$ cat src/rtl/nf_pkg.sv
package nf_pkg;
  localparam int MAX_DIV     = 64;
  localparam int DIV_W       = $clog2(MAX_DIV) + 1;
  localparam int CNT_W       = $clog2(MAX_DIV);
  localparam int MAX_SAMPLES = 3;
  localparam int SMP_W       = $clog2(MAX_SAMPLES + 1);
  localparam int SETTLE_W    = $clog2(MAX_DIV * MAX_SAMPLES + 1);

  typedef struct packed {
    logic       two_smp;   // bit 6: 1 -> two samples, 0 -> three
    logic [2:0] rate_code; // bits 2:0
  } nf_ctrl_t;

  function automatic logic rate_bad(input logic [2:0] code);
    return code[2] & code[1];
  endfunction

  function automatic logic [DIV_W-1:0] rate_div(input logic [2:0] code);
    case (code)
      3'd1:    return DIV_W'(2);
      3'd2:    return DIV_W'(4);
      3'd3:    return DIV_W'(16);
      3'd4:    return DIV_W'(32);
      3'd5:    return DIV_W'(64);
      default: return DIV_W'(1);
    endcase
  endfunction

  function automatic logic [SMP_W-1:0] smp_need(input logic two_smp);
    return two_smp ? SMP_W'(2) : SMP_W'(3);
  endfunction

  function automatic logic [SETTLE_W-1:0] settle_len(input nf_ctrl_t c);
    return SETTLE_W'(rate_div(c.rate_code)) * SETTLE_W'(smp_need(c.two_smp));
  endfunction
endpackage

$ cat src/rtl/nf_ctrl_reg.sv
module nf_ctrl_reg
  import nf_pkg::*;
(
  input  logic           clk,
  input  logic           rst,
  input  logic           byte_wr,
  input  logic           bit_wr,
  input  logic [2:0]     bit_sel,
  input  logic [7:0]     wdata,
  output nf_ctrl_t       ctrl,
  output logic           cfg_write,
  output logic           rate_write,
  output logic           cfg_error
);
  logic [7:0] view, next_view;

  assign view = {1'b0, ctrl.two_smp, 3'b000, ctrl.rate_code};

  always_comb begin
    next_view = view;
    if (byte_wr)     next_view = wdata;
    else if (bit_wr) next_view[bit_sel] = wdata[0];
  end

  assign cfg_write  = byte_wr | bit_wr;
  assign rate_write = byte_wr | (bit_wr & (bit_sel < 3'd3));

  always_ff @(posedge clk) begin
    if (rst) begin
      ctrl      <= '0;
      cfg_error <= 1'b0;
    end else begin
      if (cfg_write) begin
        ctrl.two_smp   <= next_view[6];
        ctrl.rate_code <= next_view[2:0];
      end
      if (cfg_write && rate_bad(next_view[2:0])) cfg_error <= 1'b1;
    end
  end

  assert_error_sticky_R6: assert property (@(posedge clk) disable iff (rst)
    $past(cfg_error) |-> cfg_error);
  assert_bad_code_flags_R6: assert property (@(posedge clk) disable iff (rst)
    rate_bad(ctrl.rate_code) |-> cfg_error);
endmodule

$ cat src/rtl/nf_prescaler.sv
module nf_prescaler
  import nf_pkg::*;
(
  input  logic             clk,
  input  logic             rst,
  input  logic             restart,
  input  logic [DIV_W-1:0] div,
  output logic             tick
);
  logic [CNT_W-1:0] cnt;

  assign tick = ({1'b0, cnt} == div - DIV_W'(1));

  always_ff @(posedge clk) begin
    if (rst || restart) cnt <= '0;
    else if (tick)      cnt <= '0;
    else                cnt <= cnt + CNT_W'(1);
  end

  assert_cnt_in_range_R5: assert property (@(posedge clk) disable iff (rst)
    {1'b0, cnt} < div);
  assert_restart_clears_R7: assert property (@(posedge clk) disable iff (rst)
    $past(restart) |-> (cnt == '0));
endmodule

$ cat src/rtl/nf_qualifier.sv
module nf_qualifier
  import nf_pkg::*;
#(
  parameter int SYNC_STAGES = 2
) (
  input  logic             clk,
  input  logic             rst,
  input  logic             pin_raw,
  input  logic             tick,
  input  logic [SMP_W-1:0] need,
  output logic             level,
  output logic             rise,
  output logic             fall
);
  logic [SYNC_STAGES-1:0] sync_q;
  logic                   smp;
  logic [SMP_W-1:0]       diff_cnt;
  logic [SMP_W-1:0]       diff_next;
  logic                   flip;

  genvar g;
  generate
    for (g = 0; g < SYNC_STAGES; g++) begin : g_sync
      always_ff @(posedge clk) begin
        if (rst)        sync_q[g] <= 1'b0;
        else if (g == 0) sync_q[g] <= pin_raw;
        else            sync_q[g] <= sync_q[(g == 0) ? 0 : g-1];
      end
    end
  endgenerate

  assign smp       = sync_q[SYNC_STAGES-1];
  assign diff_next = diff_cnt + SMP_W'(1);
  assign flip      = tick && (smp != level) && (diff_next >= need);

  always_ff @(posedge clk) begin
    if (rst) begin
      diff_cnt <= '0;
      level    <= 1'b0;
      rise     <= 1'b0;
      fall     <= 1'b0;
    end else begin
      rise <= flip & smp;
      fall <= flip & ~smp;
      if (flip) begin
        level    <= smp;
        diff_cnt <= '0;
      end else if (tick) begin
        diff_cnt <= (smp != level) ? diff_next : '0;
      end
    end
  end

  assert_level_moves_on_tick_R9: assert property (@(posedge clk) disable iff (rst)
    !$stable(level) |-> $past(tick));
  assert_pulse_exclusive_R10: assert property (@(posedge clk) disable iff (rst)
    !(rise && fall));
  assert_rise_matches_level_R10: assert property (@(posedge clk) disable iff (rst)
    rise |-> (level && !$past(level)));
  assert_fall_matches_level_R10: assert property (@(posedge clk) disable iff (rst)
    fall |-> (!level && $past(level)));
  assert_count_bounded_R8: assert property (@(posedge clk) disable iff (rst)
    diff_cnt < need || $past(need) != need);
endmodule

$ cat src/rtl/nf_settle.sv
module nf_settle
  import nf_pkg::*;
(
  input  logic                clk,
  input  logic                rst,
  input  logic                restart,
  input  logic [SETTLE_W-1:0] limit,
  output logic                settled
);
  logic [SETTLE_W-1:0] cyc;

  always_ff @(posedge clk) begin
    if (rst || restart) begin
      cyc     <= '0;
      settled <= 1'b0;
    end else if (!settled) begin
      cyc <= cyc + SETTLE_W'(1);
      if (cyc + SETTLE_W'(1) >= limit) settled <= 1'b1;
    end
  end

  assert_write_unsettles_R11: assert property (@(posedge clk) disable iff (rst)
    $past(restart) |-> !settled);
  assert_settled_holds_R11: assert property (@(posedge clk) disable iff (rst)
    ($past(settled) && !$past(restart)) |-> settled);
endmodule

$ cat src/rtl/pin_noise_filter.sv
module pin_noise_filter
  import nf_pkg::*;
(
  input  logic       clk,
  input  logic       rst,
  input  logic       pin_raw,
  input  logic       bus_wr,
  input  logic       bus_bit_wr,
  input  logic [2:0] bus_bit_sel,
  input  logic [7:0] bus_wdata,
  output logic [7:0] bus_rdata,
  output logic       filt_level,
  output logic       rise_pulse,
  output logic       fall_pulse,
  output logic       settled,
  output logic       cfg_error
);
  nf_ctrl_t ctrl;
  logic     cfg_write;
  logic     rate_write;
  logic     smp_tick;

  nf_ctrl_reg u_reg (
    .clk(clk), .rst(rst),
    .byte_wr(bus_wr), .bit_wr(bus_bit_wr), .bit_sel(bus_bit_sel), .wdata(bus_wdata),
    .ctrl(ctrl), .cfg_write(cfg_write), .rate_write(rate_write), .cfg_error(cfg_error)
  );

  nf_prescaler u_div (
    .clk(clk), .rst(rst), .restart(rate_write),
    .div(rate_div(ctrl.rate_code)), .tick(smp_tick)
  );

  nf_qualifier #(.SYNC_STAGES(2)) u_qual (
    .clk(clk), .rst(rst), .pin_raw(pin_raw), .tick(smp_tick),
    .need(smp_need(ctrl.two_smp)),
    .level(filt_level), .rise(rise_pulse), .fall(fall_pulse)
  );

  nf_settle u_settle (
    .clk(clk), .rst(rst), .restart(cfg_write),
    .limit(settle_len(ctrl)), .settled(settled)
  );

  assign bus_rdata = {1'b0, ctrl.two_smp, 3'b000, ctrl.rate_code};

  assert_reserved_zero_R2: assert property (@(posedge clk) disable iff (rst)
    $past(bus_wr) |-> (bus_rdata == ($past(bus_wdata) & 8'h47)));
endmodule

$ cat config.mk
export PLATFORM = sky130hd
export DESIGN_NAME = pin_noise_filter
export DESIGN_NICKNAME = d
export VERILOG_FILES = /design/src/rtl/nf_pkg.sv /design/src/rtl/nf_ctrl_reg.sv /design/src/rtl/nf_prescaler.sv /design/src/rtl/nf_qualifier.sv /design/src/rtl/nf_settle.sv /design/src/rtl/pin_noise_filter.sv
export SDC_FILE = /design/constraint.sdc
export NUM_CORES = 1
export LEC_CHECK = 0
export ABC_AREA = 1
export BUFFER_PORTS_ARGS = -buffer_cell sky130_fd_sc_hd__buf_2
export CAP_MARGIN = 0
export CELL_PAD_IN_SITES_DETAIL_PLACEMENT = 0
export CELL_PAD_IN_SITES_GLOBAL_PLACEMENT = 2
export CORE_ASPECT_RATIO = 0.5
export CORE_MARGIN = 2
export CORE_UTILIZATION = 28
export DETAILED_ROUTE_END_ITERATION = 10
export PLACE_DENSITY = 0.76
export SKIP_LAST_GASP = 1
export SYNTH_ARGS = -nofsm -noshare
export SYNTH_HDL_FRONTEND = slang
export SYNTH_SLANG_ARGS = --single-unit
$ cat constraint.sdc
create_clock -name clk -period 2.45 [get_ports clk]
set_input_delay 0.245 -clock clk [delete_from_list [all_inputs] [get_ports clk]]
set_output_delay 0.245 -clock clk [all_outputs]
set_load 0.1 [all_outputs]
==> results.json, run 1 <==
{
  "grt_overflow": 0,
  "place_area_mm2": 0.002168,
  "synthCells": 268,
  "crit_type": "reg2reg",
  "stdcell_area_mm2": 0.002318,
  "cp_max_fo": 7,
  "crit_required_ns": 2.61,
  "die_y_um": 61.93,
  "holdCritPathClass": "in2reg",
  "ys_seq_area_frac": 0.2876,
  "drive_gt1_frac": 0.2264,
  "yosys_warnings": 0,
  "p_int_mw": 0.7867,
  "dp.cells": 383,
  "io_buffers": 20,
  "htree_levels": 1,
  "synth_cell_type_count": 29,
  "post-route-period-util": 0.9765,
  "synth_top_cell_area_share": 0.2876,
  "post_drt_via_cell_ratio": 4.343,
  "pin_count": 29,
  "worst_hold_path.endpoint": "u_qual.sync_q[0]",
  "synthToLayoutAreaGrowth_pct": 23.37,
  "synth_common_cells": "nand2_1 (47), inv_1 (45), nor2_1 (30)",
  "synth.most_common_cell": "nand2_1",
  "rsz0062_at_grt": "true",
  "grt_antenna_before_repair": 0,
  "finalMaxSlewViolations": 0,
  "cts-root-buf": "clkbuf_16",
  "powerDensity_mw_per_mm2": 517.5,
  "hold_viol_final": 0,
  "layout.cells.non_filler": 388,
  "drc": 0,
  "drt-initial-drc-count": 89,
  "grt_pass1_wl_um": 6741,
  "leakage_nw": 1.109,
  "multi_input_area_mm2": 0.001231,
  "grt_max_degree": 15,
  "die_area_mm2": 0.007423,
  "ys_ff_latch": 27,
  "synth-edff-count": 0,
  "seq_area_um2": 553.0,
  "hold_start": "pin_raw",
  "dpl.hpwl_um": 3311,
  "yosysTopAreaCell": "dfxtp_1",
  "num_antenna_cells": 0,
  "ir_worst_vdd_v": 0.0001897,
  "start_kind": "flop",
  "synth_flop_cell": "dfxtp_1",
  "pwr-share-clk": 0.313,
  "reg2reg_depth": 14,
  "die_w_um": 119.9,
  "std_cell_rows": 21,
  "r2r_end": "u_settle.settled",
  "critical_path_arrival_ns": 2.56,
  "synthArstFlopShare": 0,
  "clock-sinks": 27,
  "timing.fmax_mhz": 418.0,
  "wire_per_inst_um": 10.44,
  "initial_core_util": 0.2850,
  "rr_startpoint": "u_reg.ctrl[1]",
  "dr_total_vias": 1685,
  "critPathCaptureType": "flop",
  "clock_latency_ns": 0.26,
  "clock_skew_ns": 0.002311,
  "nFillCells": 715,
  "outcome": "complete, no violations",
  "regToRegSetupSlack_ns": 0.06,
  "nets": 331,
  "totalWireLength_um": 4049,
  "holdPathStages": 3,
  "coreArea_mm2": 0.006595,
  "syn_area_mm2": 0.001879,
  "fin_crit_ns": 2.393,
  "grt_pass1_vias": 1477,
  "p_total_mw": 1.200,
  "p_sw_frac": 0.3443,
  "numCtsBuffers": 3,
  "cts_tree": "built",
  "comb_power_share": 0.291,
  "cts.clk_slew.worst_paths_ns": 0.07,
  "switchingPower_mw": 0.4131,
  "max_cap_viol_count": 0,
  "pwr-share-seq": 0.395,
  "gp_congestion": 0.7929,
  "final-setup-viol-count": 0,
  "synth_area_per_cell_um2": 7.012,
  "grtUsageTotal": 0.1155,
  "firstDrtPassIters": 4,
  "synthTopCellsByArea": "dfxtp_1 (29%), ha_1 (11%), nand2_1 (9.4%), inv_1 (9.0%), nor2_1 (6.0%)",
  "cts_max_path_buffers": 2,
  "final_antenna_net_count": 0
}
cell type report:
cell class | instances | share of cell area
Clock buffer | 4 | 0.03400
Timing Repair Buffer | 27 | 0.06584
Multi-Input combinational cell | 190 | 0.5310
Sequential cell | 27 | 0.2385
Inverter | 48 | 0.08095
Tap cell | 92 | 0.04965
kinds of logic after synthesis:
family / count (synthesis) / synth area share
AO/OA/AOI/OAI: 38 / 0.1052
XOR/XNOR: 15 / 0.06990
adder cells (fa/ha/maj): 18 / 0.1238
buffers and inverters: 54 / 0.1158
flip-flops: 27 / 0.2876
other: 1 / 0.001995
AND/OR/NAND/NOR: 115 / 0.2956
worst max-delay path by stage:
stage / slack [ns] / startpoint / to / depth (start not counted)
after floorplan: -0.08 / u_reg.ctrl[1] / u_settle.settled / 14
after global placement: -0.006 / u_reg.ctrl[1] / u_settle.settled / 13
after detailed placement: -0.03 / u_reg.ctrl[1] / u_settle.settled / 13
after CTS: 0.0004 / u_reg.ctrl[1] / u_settle.settled / 14
after global routing: -0.09 / u_reg.ctrl[1] / u_settle.settled / 15
final: 0.06 / u_reg.ctrl[1] / u_settle.settled / 14
state kept, by name (all words and copies together) (netlist names):
name              flops
u_qual.level          1
u_qual.fall           1
u_qual.diff_cnt       2
u_reg.cfg_error       1
u_reg.ctrl            4
u_settle.settled      1
u_qual.rise           1
u_qual.smp            1
u_div.cnt             6
u_qual.sync_q         1
u_settle.cyc          8
metrics by stage:
stage                     worst slack, ns    util  setup TNS, ns  hold WS (ns)
after floorplan                  -0.07950       -       -0.07950        0.3520
after global placement          -0.006129  0.3288      -0.006129        0.3984
after detailed placement         -0.02693  0.3288       -0.02693        0.3994
after CTS                       0.0003904  0.3451              0        0.1808
after global routing             -0.09233  0.3515       -0.09233        0.1773
final                             0.05746  0.3515              0        0.1826
power groups by stage:
stage	Clock [mW]	Sequential, mW	Combinational (mW)
after floorplan	0	0.529	0.224
after global placement	0	0.483	0.337
after detailed placement	0	0.484	0.339
after CTS	0.394	0.473	0.348
after global routing	0.410	0.477	0.389
final	0.376	0.474	0.350
per-layer routing:
metal | wire [µm] | GRT usage | up-vias | share of wire
li1 | - | - | 903 | -
met1 | 2151 | 0.1550 | 770 | 0.53
met2 | 1795 | 0.1943 | 9 | 0.44
met3 | 78 | 0.02737 | 3 | 0.019
met4 | 24 | 0.02521 | 0 | 0.0059
met5 | 0 | 0 | - | 0
worst max-delay path, stage by stage, from the launching register on:
cell and delay (ns):
dfxtp_4 0.38, inv_8 0.05, ha_4 0.26, nand2_4 0.07
inv_2 0.04, ha_4 0.15, fa_2 0.35, xor2_1 0.15
ha_1 0.30, a21oi_1 0.12, o21ai_1 0.08, nand2_1 0.06
o2111ai_1 0.09, o21ai_1 0.13, inv_1 0.04
placed cells by master (no fill, tap or decap), types with 2 or more instances in the layout:
cell type	synthesis	final
nand2_1	47	44
nor2_1	30	27
dfxtp_4	0	3
nand2_4	1	2
nor3_1	3	3
nor2_2	2	3
nand2_2	4	6
ha_4	0	3
o21ai_1	0	2
conb_1	1	4
inv_1	45	44
clkbuf_16	0	3
nand4_1	6	6
nor2_4	3	5
or2_2	2	2
nand3_1	11	11
buf_2	0	20
a21oi_1	20	19
o21ai_0	15	13
dfxtp_1	27	23
ha_1	17	13
xnor2_1	4	3
buf_4	4	7
nand3b_1	2	2
nand4_2	2	2
inv_2	3	3
xor2_1	11	11
what timing repair did:
action,CTS,global route
hold endpoints to repair,0,0
pin swaps,1,7
gates cloned,0,0
endpoints found under the setup margin,1,1
buffers inserted,1,0
gates resized for setup,4,9
hold buffers,0,0
No activity file was read; power rests on OpenSTA's default activity.
==> run 2: changes to the inputs <==
REMOVE_ABC_BUFFERS = 1   (was not set)
==> run 2 against run 1 <==
- first-iteration DRC count fell by 28%
- non-clock buffer count rose by 14
- register-to-register slack barely moved
- design area rose by 5.2%
- critical endpoint unchanged
- total power rose by 2.3%
- sequential cell count did not move
- clock skew barely moved
- largest cell class unchanged
- highest routed layer unchanged
- die area did not move
- cell count rose by 3.6%
- largest power group unchanged
==> results.json, run 2 (synthesis gave the netlist of run 1 again) <==
{
  "wire_per_inst_um": 10.75,
  "hold_start": "pin_raw",
  "critPathCaptureType": "flop",
  "worst_hold_path.endpoint": "u_qual.sync_q[0]",
  "critical_path_arrival_ns": 2.54,
  "drc": 0,
  "htree_levels": 1,
  "initial_core_util": 0.2850,
  "p_sw_frac": 0.3398,
  "p_total_mw": 1.228,
  "cp_top_family": "adder cells",
  "regToRegSetupSlack_ns": 0.07,
  "cp_slowest_cell": "fa_2",
  "leakage_nw": 1.177,
  "drt-initial-drc-count": 64,
  "clock-sinks": 27,
  "powerDensity_mw_per_mm2": 503.5,
  "p_int_mw": 0.8107,
  "pwr-share-clk": 0.302,
  "cpPeakStageDelay_ns": 0.38,
  "cp_num_cells": 14,
  "finalMaxSlewViolations": 0,
  "cts-root-buf": "clkbuf_16",
  "regMostFlops": "u_settle.cyc",
  "post_drt_via_cell_ratio": 4.284,
  "switchingPower_mw": 0.4172,
  "crit_type": "reg2reg",
  "gp_congestion": 0.8331,
  "firstDrtPassIters": 4,
  "largest_register_ffs": 8,
  "start_kind": "flop",
  "dpl.hpwl_um": 3352,
  "hold_viol_final": 0,
  "final_antenna_net_count": 0,
  "cts_max_path_buffers": 2,
  "die_w_um": 119.9,
  "grtUsageTotal": 0.1174,
  "final-setup-viol-count": 0,
  "cts.clk_slew.worst_paths_ns": 0.06,
  "num_antenna_cells": 0,
  "worst_slack_ns": 0.07022,
  "top_regs": "u_settle.cyc x8, u_div.cnt x6, u_reg.ctrl x4",
  "grt_overflow": 0,
  "dpl_worst_slack_ns": -0.1852,
  "grt_antenna_before_repair": 0,
  "grt_pass1_wl_um": 6913,
  "io_buffers": 20,
  "numCtsBuffers": 3,
  "holdPathStages": 3,
  "rr_startpoint": "u_reg.ctrl[1]",
  "timing.fmax_mhz": 420.2,
  "cp_max_fo": 4,
  "outcome": "complete, no violations",
  "layout_common_cells": "inv_1 (44), nand2_1 (43), nor2_1 (27), dfxtp_1 (25), buf_2 (20)",
  "grt_max_degree": 15,
  "clock_skew_ns": 0.002101,
  "synthToLayoutAreaGrowth_pct": 29.76,
  "crit_required_ns": 2.61,
  "die_area_mm2": 0.007423,
  "fin_crit_ns": 2.380,
  "pwr-share-seq": 0.383,
  "max_cap_viol_count": 0,
  "dr_total_vias": 1722,
  "rsz0062_at_grt": "true",
  "worst-path-buf-inv": 3,
  "std_cell_rows": 21,
  "comb_power_share": 0.315,
  "grt_pass1_vias": 1531,
  "totalWireLength_um": 4321,
  "pin_count": 29,
  "holdCritPathClass": "in2reg",
  "r2r_end": "u_settle.settled",
  "post-route-period-util": 0.9713,
  "cts_tree": "built",
  "reg2reg_depth": 14,
  "ir_worst_vdd_v": 0.0002164,
  "coreArea_mm2": 0.006595,
  "die_y_um": 61.93,
  "clock_latency_ns": 0.26,
  "drive_gt1_frac": 0.2613,
  "nets": 345,
  "mostFrequentLayoutCell": "inv_1",
  "path_cells": "inv_2 > ha_4 > nand2_2 > inv_2 > ha_4 > fa_2 > xor2_1 > ha_1 > a21oi_2 > o21ai_1 > nand2_1 > o2111ai_1 > o21ai_1 > inv_1"
}
-- run 2: changes by cell type in the layout (fill, tap and decap cells not counted), sizes merged --
cell,delta
buf,+14
-- run 2: how the worst max path moves through the flow --
stage	endpoint	from	slack, ns
global placement	u_settle.settled	u_reg.ctrl[1]	-0.18
finish	u_settle.settled	u_reg.ctrl[1]	0.07
CTS	u_settle.settled	u_reg.ctrl[1]	0.0009
floorplan	u_settle.settled	u_reg.ctrl[1]	-0.97
global route	u_settle.settled	u_reg.ctrl[1]	-0.09
detailed placement	u_settle.settled	u_reg.ctrl[1]	-0.19
-- run 2: tightest hold or removal path: cells and delay by family --
kind,cells,cell delay [ns]
simple gates,1,0.07
buf+inv,2,0.10
-- run 2: what timing repair did --
action                                  4_1_cts  5_1_grt
hold buffers                                  0        0
buffers inserted                              0        6
endpoints found under the setup margin        1        1
pin swaps                                     1       16
resized for setup                             6       27
-- run 2: per-stage QoR --
step	instances	hold WS [ns]	cell area, µm²	setup TNS, ns	util
after floorplan	265	0.3141	1853	-1.485	-
after global placement	392	0.3945	2181	-0.1823	0.3307
after detailed placement	392	0.3980	2181	-0.1852	0.3307
after CTS	396	0.1850	2281	0	0.3459
after global routing	402	0.1990	2439	-0.09246	0.3698
final	402	0.1870	2439	0	0.3698
-- run 2: metal layers --
layer	vias up	wire length, µm	global-route usage
met1	781	2225	0.1578
li1	926	-	-
met5	-	0	0
met4	0	21	0.02017
met3	2	86	0.02737
met2	13	1988	0.2000
-- run 2: area by class of cell --
| cell class | instances | area, µm² |
|---|---|---|
| sequential | 27 | 545.5 |
| timing repair buffer | 41 | 276.5 |
| fill | 721 | 4156 |
| clock buffer | 4 | 78.83 |
| tap | 92 | 115.1 |
| inverter | 48 | 185.2 |
| multi-input combinational | 190 | 1237 |
-- run 2: power by group through the flow --
stage	combinational [mW]	clock, mW	sequential, mW
6_report	0.387	0.371	0.470
5_1_grt	0.424	0.407	0.472
4_1_cts	0.350	0.388	0.469
3_5_place_dp	0.344	0	0.478
3_3_place_gp	0.340	0	0.478
2_1_floorplan	0.202	0	0.529
==> run 3: changes to the inputs <==
CORE_MARGIN = not set   (was 2)
==> run 3 against run 2 <==
- sequential share of layout area down 0.28 points
- global-route usage up 1.6 points
- register-to-register slack worse by 0.06 ns
==> results.json, run 3 (synthesis gave the netlist of run 1 again) <==
{
  "finalMaxSlewViolations": 0,
  "grtUsageTotal": 0.1331,
  "cpPeakStageDelay_ns": 0.45,
  "ir_worst_vdd_v": 0.0002782,
  "crit_type": "reg2reg",
  "critPathCaptureType": "flop",
  "grt_pass1_wl_um": 7224,
  "clock-sinks": 27,
  "die_w_um": 117.9,
  "final-setup-viol-count": 0,
  "drive_gt1_frac": 0.2783,
  "max_cap_viol_count": 0,
  "final_antenna_net_count": 0,
  "cp_max_fo": 4,
  "coreArea_mm2": 0.006281,
  "htree_levels": 1,
  "num_antenna_cells": 0,
  "die_y_um": 59.93,
  "gp_congestion": 0.7870,
  "grt_overflow": 0,
  "clock_skew_ns": 0.004191,
  "critical_path_arrival_ns": 2.61,
  "p_sw_frac": 0.3518,
  "use_met3": 0.04103,
  "wire_per_inst_um": 10.74,
  "std_cell_rows": 20,
  "timing.fmax_mhz": 409.3,
  "crit_start": "u_reg.ctrl[1]",
  "io_buffers": 20,
  "p_total_mw": 1.250,
  "grt_antenna_before_repair": 0,
  "hold_start": "pin_raw",
  "dpl.hpwl_um": 3357,
  "pwr-share-clk": 0.311,
  "grt_pass1_vias": 1592,
  "switchingPower_mw": 0.4398,
  "seq_area_um2": 543.0,
  "nets": 344,
  "met2_usage": 0.2185,
  "dr_total_vias": 1715,
  "cts_max_path_buffers": 2,
  "crit_required_ns": 2.62,
  "regMostFlops": "u_settle.cyc",
  "layout_common_cells": "inv_1 (43), nand2_1 (43), nor2_1 (27), dfxtp_1 (25), buf_2 (20)",
  "drc": 0,
  "cts-root-buf": "clkbuf_16",
  "fin_crit_ns": 2.443,
  "holdCritPathClass": "in2reg",
  "cts_tree": "built",
  "drt-initial-drc-count": 103,
  "hold_buffers": 0,
  "pin_count": 29,
  "comb_power_share": 0.315,
  "largest_register_ffs": 8,
  "post-route-period-util": 0.9973,
  "hold_viol_final": 0,
  "cts.clk_slew.worst_paths_ns": 0.07,
  "multi_input_area_mm2": 0.001284,
  "clock_latency_ns": 0.27,
  "initial_core_util": 0.2992,
  "totalWireLength_um": 4264,
  "powerDensity_mw_per_mm2": 508.4,
  "start_kind": "flop",
  "busiest_layer": "met2",
  "p_int_mw": 0.8102,
  "grtUsageMet1": 0.1718,
  "leakage_nw": 1.176,
  "outcome": "complete, no violations",
  "final_core_util": 0.3914,
  "nFillCells": 692,
  "rr_startpoint": "u_reg.ctrl[1]",
  "firstDrtPassIters": 4,
  "grt_max_degree": 16,
  "numCtsBuffers": 3,
  "cp_slowest_cell": "fa_2",
  "path_cells": "inv_2 > ha_4 > buf_6 > nor2_4 > nand2_2 > nor2_4 > fa_2 > inv_2 > ha_4 > nand2_1 > o21ai_1 > nand2_1 > o2111ai_2 > o21ai_1 > inv_1",
  "rsz0062_at_grt": "true",
  "top_regs": "u_settle.cyc x8, u_div.cnt x6, u_reg.ctrl x4",
  "synthToLayoutAreaGrowth_pct": 30.83,
  "die_area_mm2": 0.007063,
  "post_drt_via_cell_ratio": 4.320,
  "pwr-share-seq": 0.374
}
-- run 3: final timing paths --
check,to,slack (ns),cells after the start
setup / recovery,u_settle.settled,0.007,15
hold / removal,u_qual.sync_q[0],0.18,3
setup reg to reg,u_settle.settled,0.007,15
hold reg to reg,u_qual.smp,0.41,2
-- run 3: worst max-delay path: cells and delay by family (launching register included) --
family,cells,cell delay (ns)
adders and majority gates,3,0.87
and+or+nand+nor,5,0.52
DFF,1,0.34
buffers and inverters,4,0.31
AOI/OAI and AO/OA,3,0.31
-- run 3: power by group through the flow --
stage / logic (mW) / registers, mW / clock network (mW)
2_1_floorplan: 0.202 / 0.529 / 0
3_3_place_gp: 0.345 / 0.477 / 0
3_5_place_dp: 0.349 / 0.477 / 0
4_1_cts: 0.368 / 0.467 / 0.401
5_1_grt: 0.432 / 0.470 / 0.424
6_report: 0.393 / 0.468 / 0.389
-- run 3: layout make-up --
cell class	count	share of cell area
Clock inverter	1	0.002036
Timing Repair Buffer	40	0.1064
Inverter	48	0.07328
Multi-Input combinational cell	190	0.5221
Tap cell	88	0.04478
Sequential cell	27	0.2209
Clock buffer	3	0.03053
-- run 3: per-layer routing --
layer,share of wire,vias to the layer above
li1,-,932
met3,0.034,4
met4,0.012,0
met5,0,-
met1,0.51,762
met2,0.45,17
-- run 3: what timing repair did --
item / CTS / global route
buffers inserted: 3 / 1
endpoints found under the hold margin: 0 / 0
endpoints found under the setup margin: 1 / 1
gates resized for setup: 16 / 19
pin swaps: 5 / 14
-- run 3: stage by stage --
stage                     setup TNS, ns  setup slack [ns]  instances  hold slack [ns]  cell area (µm²)
after CTS                             0          0.002811        396           0.1724             2359
after global placement          -0.1754           -0.1754        389           0.3937             2183
after global routing            -0.2304           -0.1241        397           0.1960             2459
final                                 0          0.006662        397           0.1758             2459
after detailed placement        -0.1732           -0.1732        389           0.4006             2183
after floorplan                  -1.485           -0.9703        265           0.3141             1853
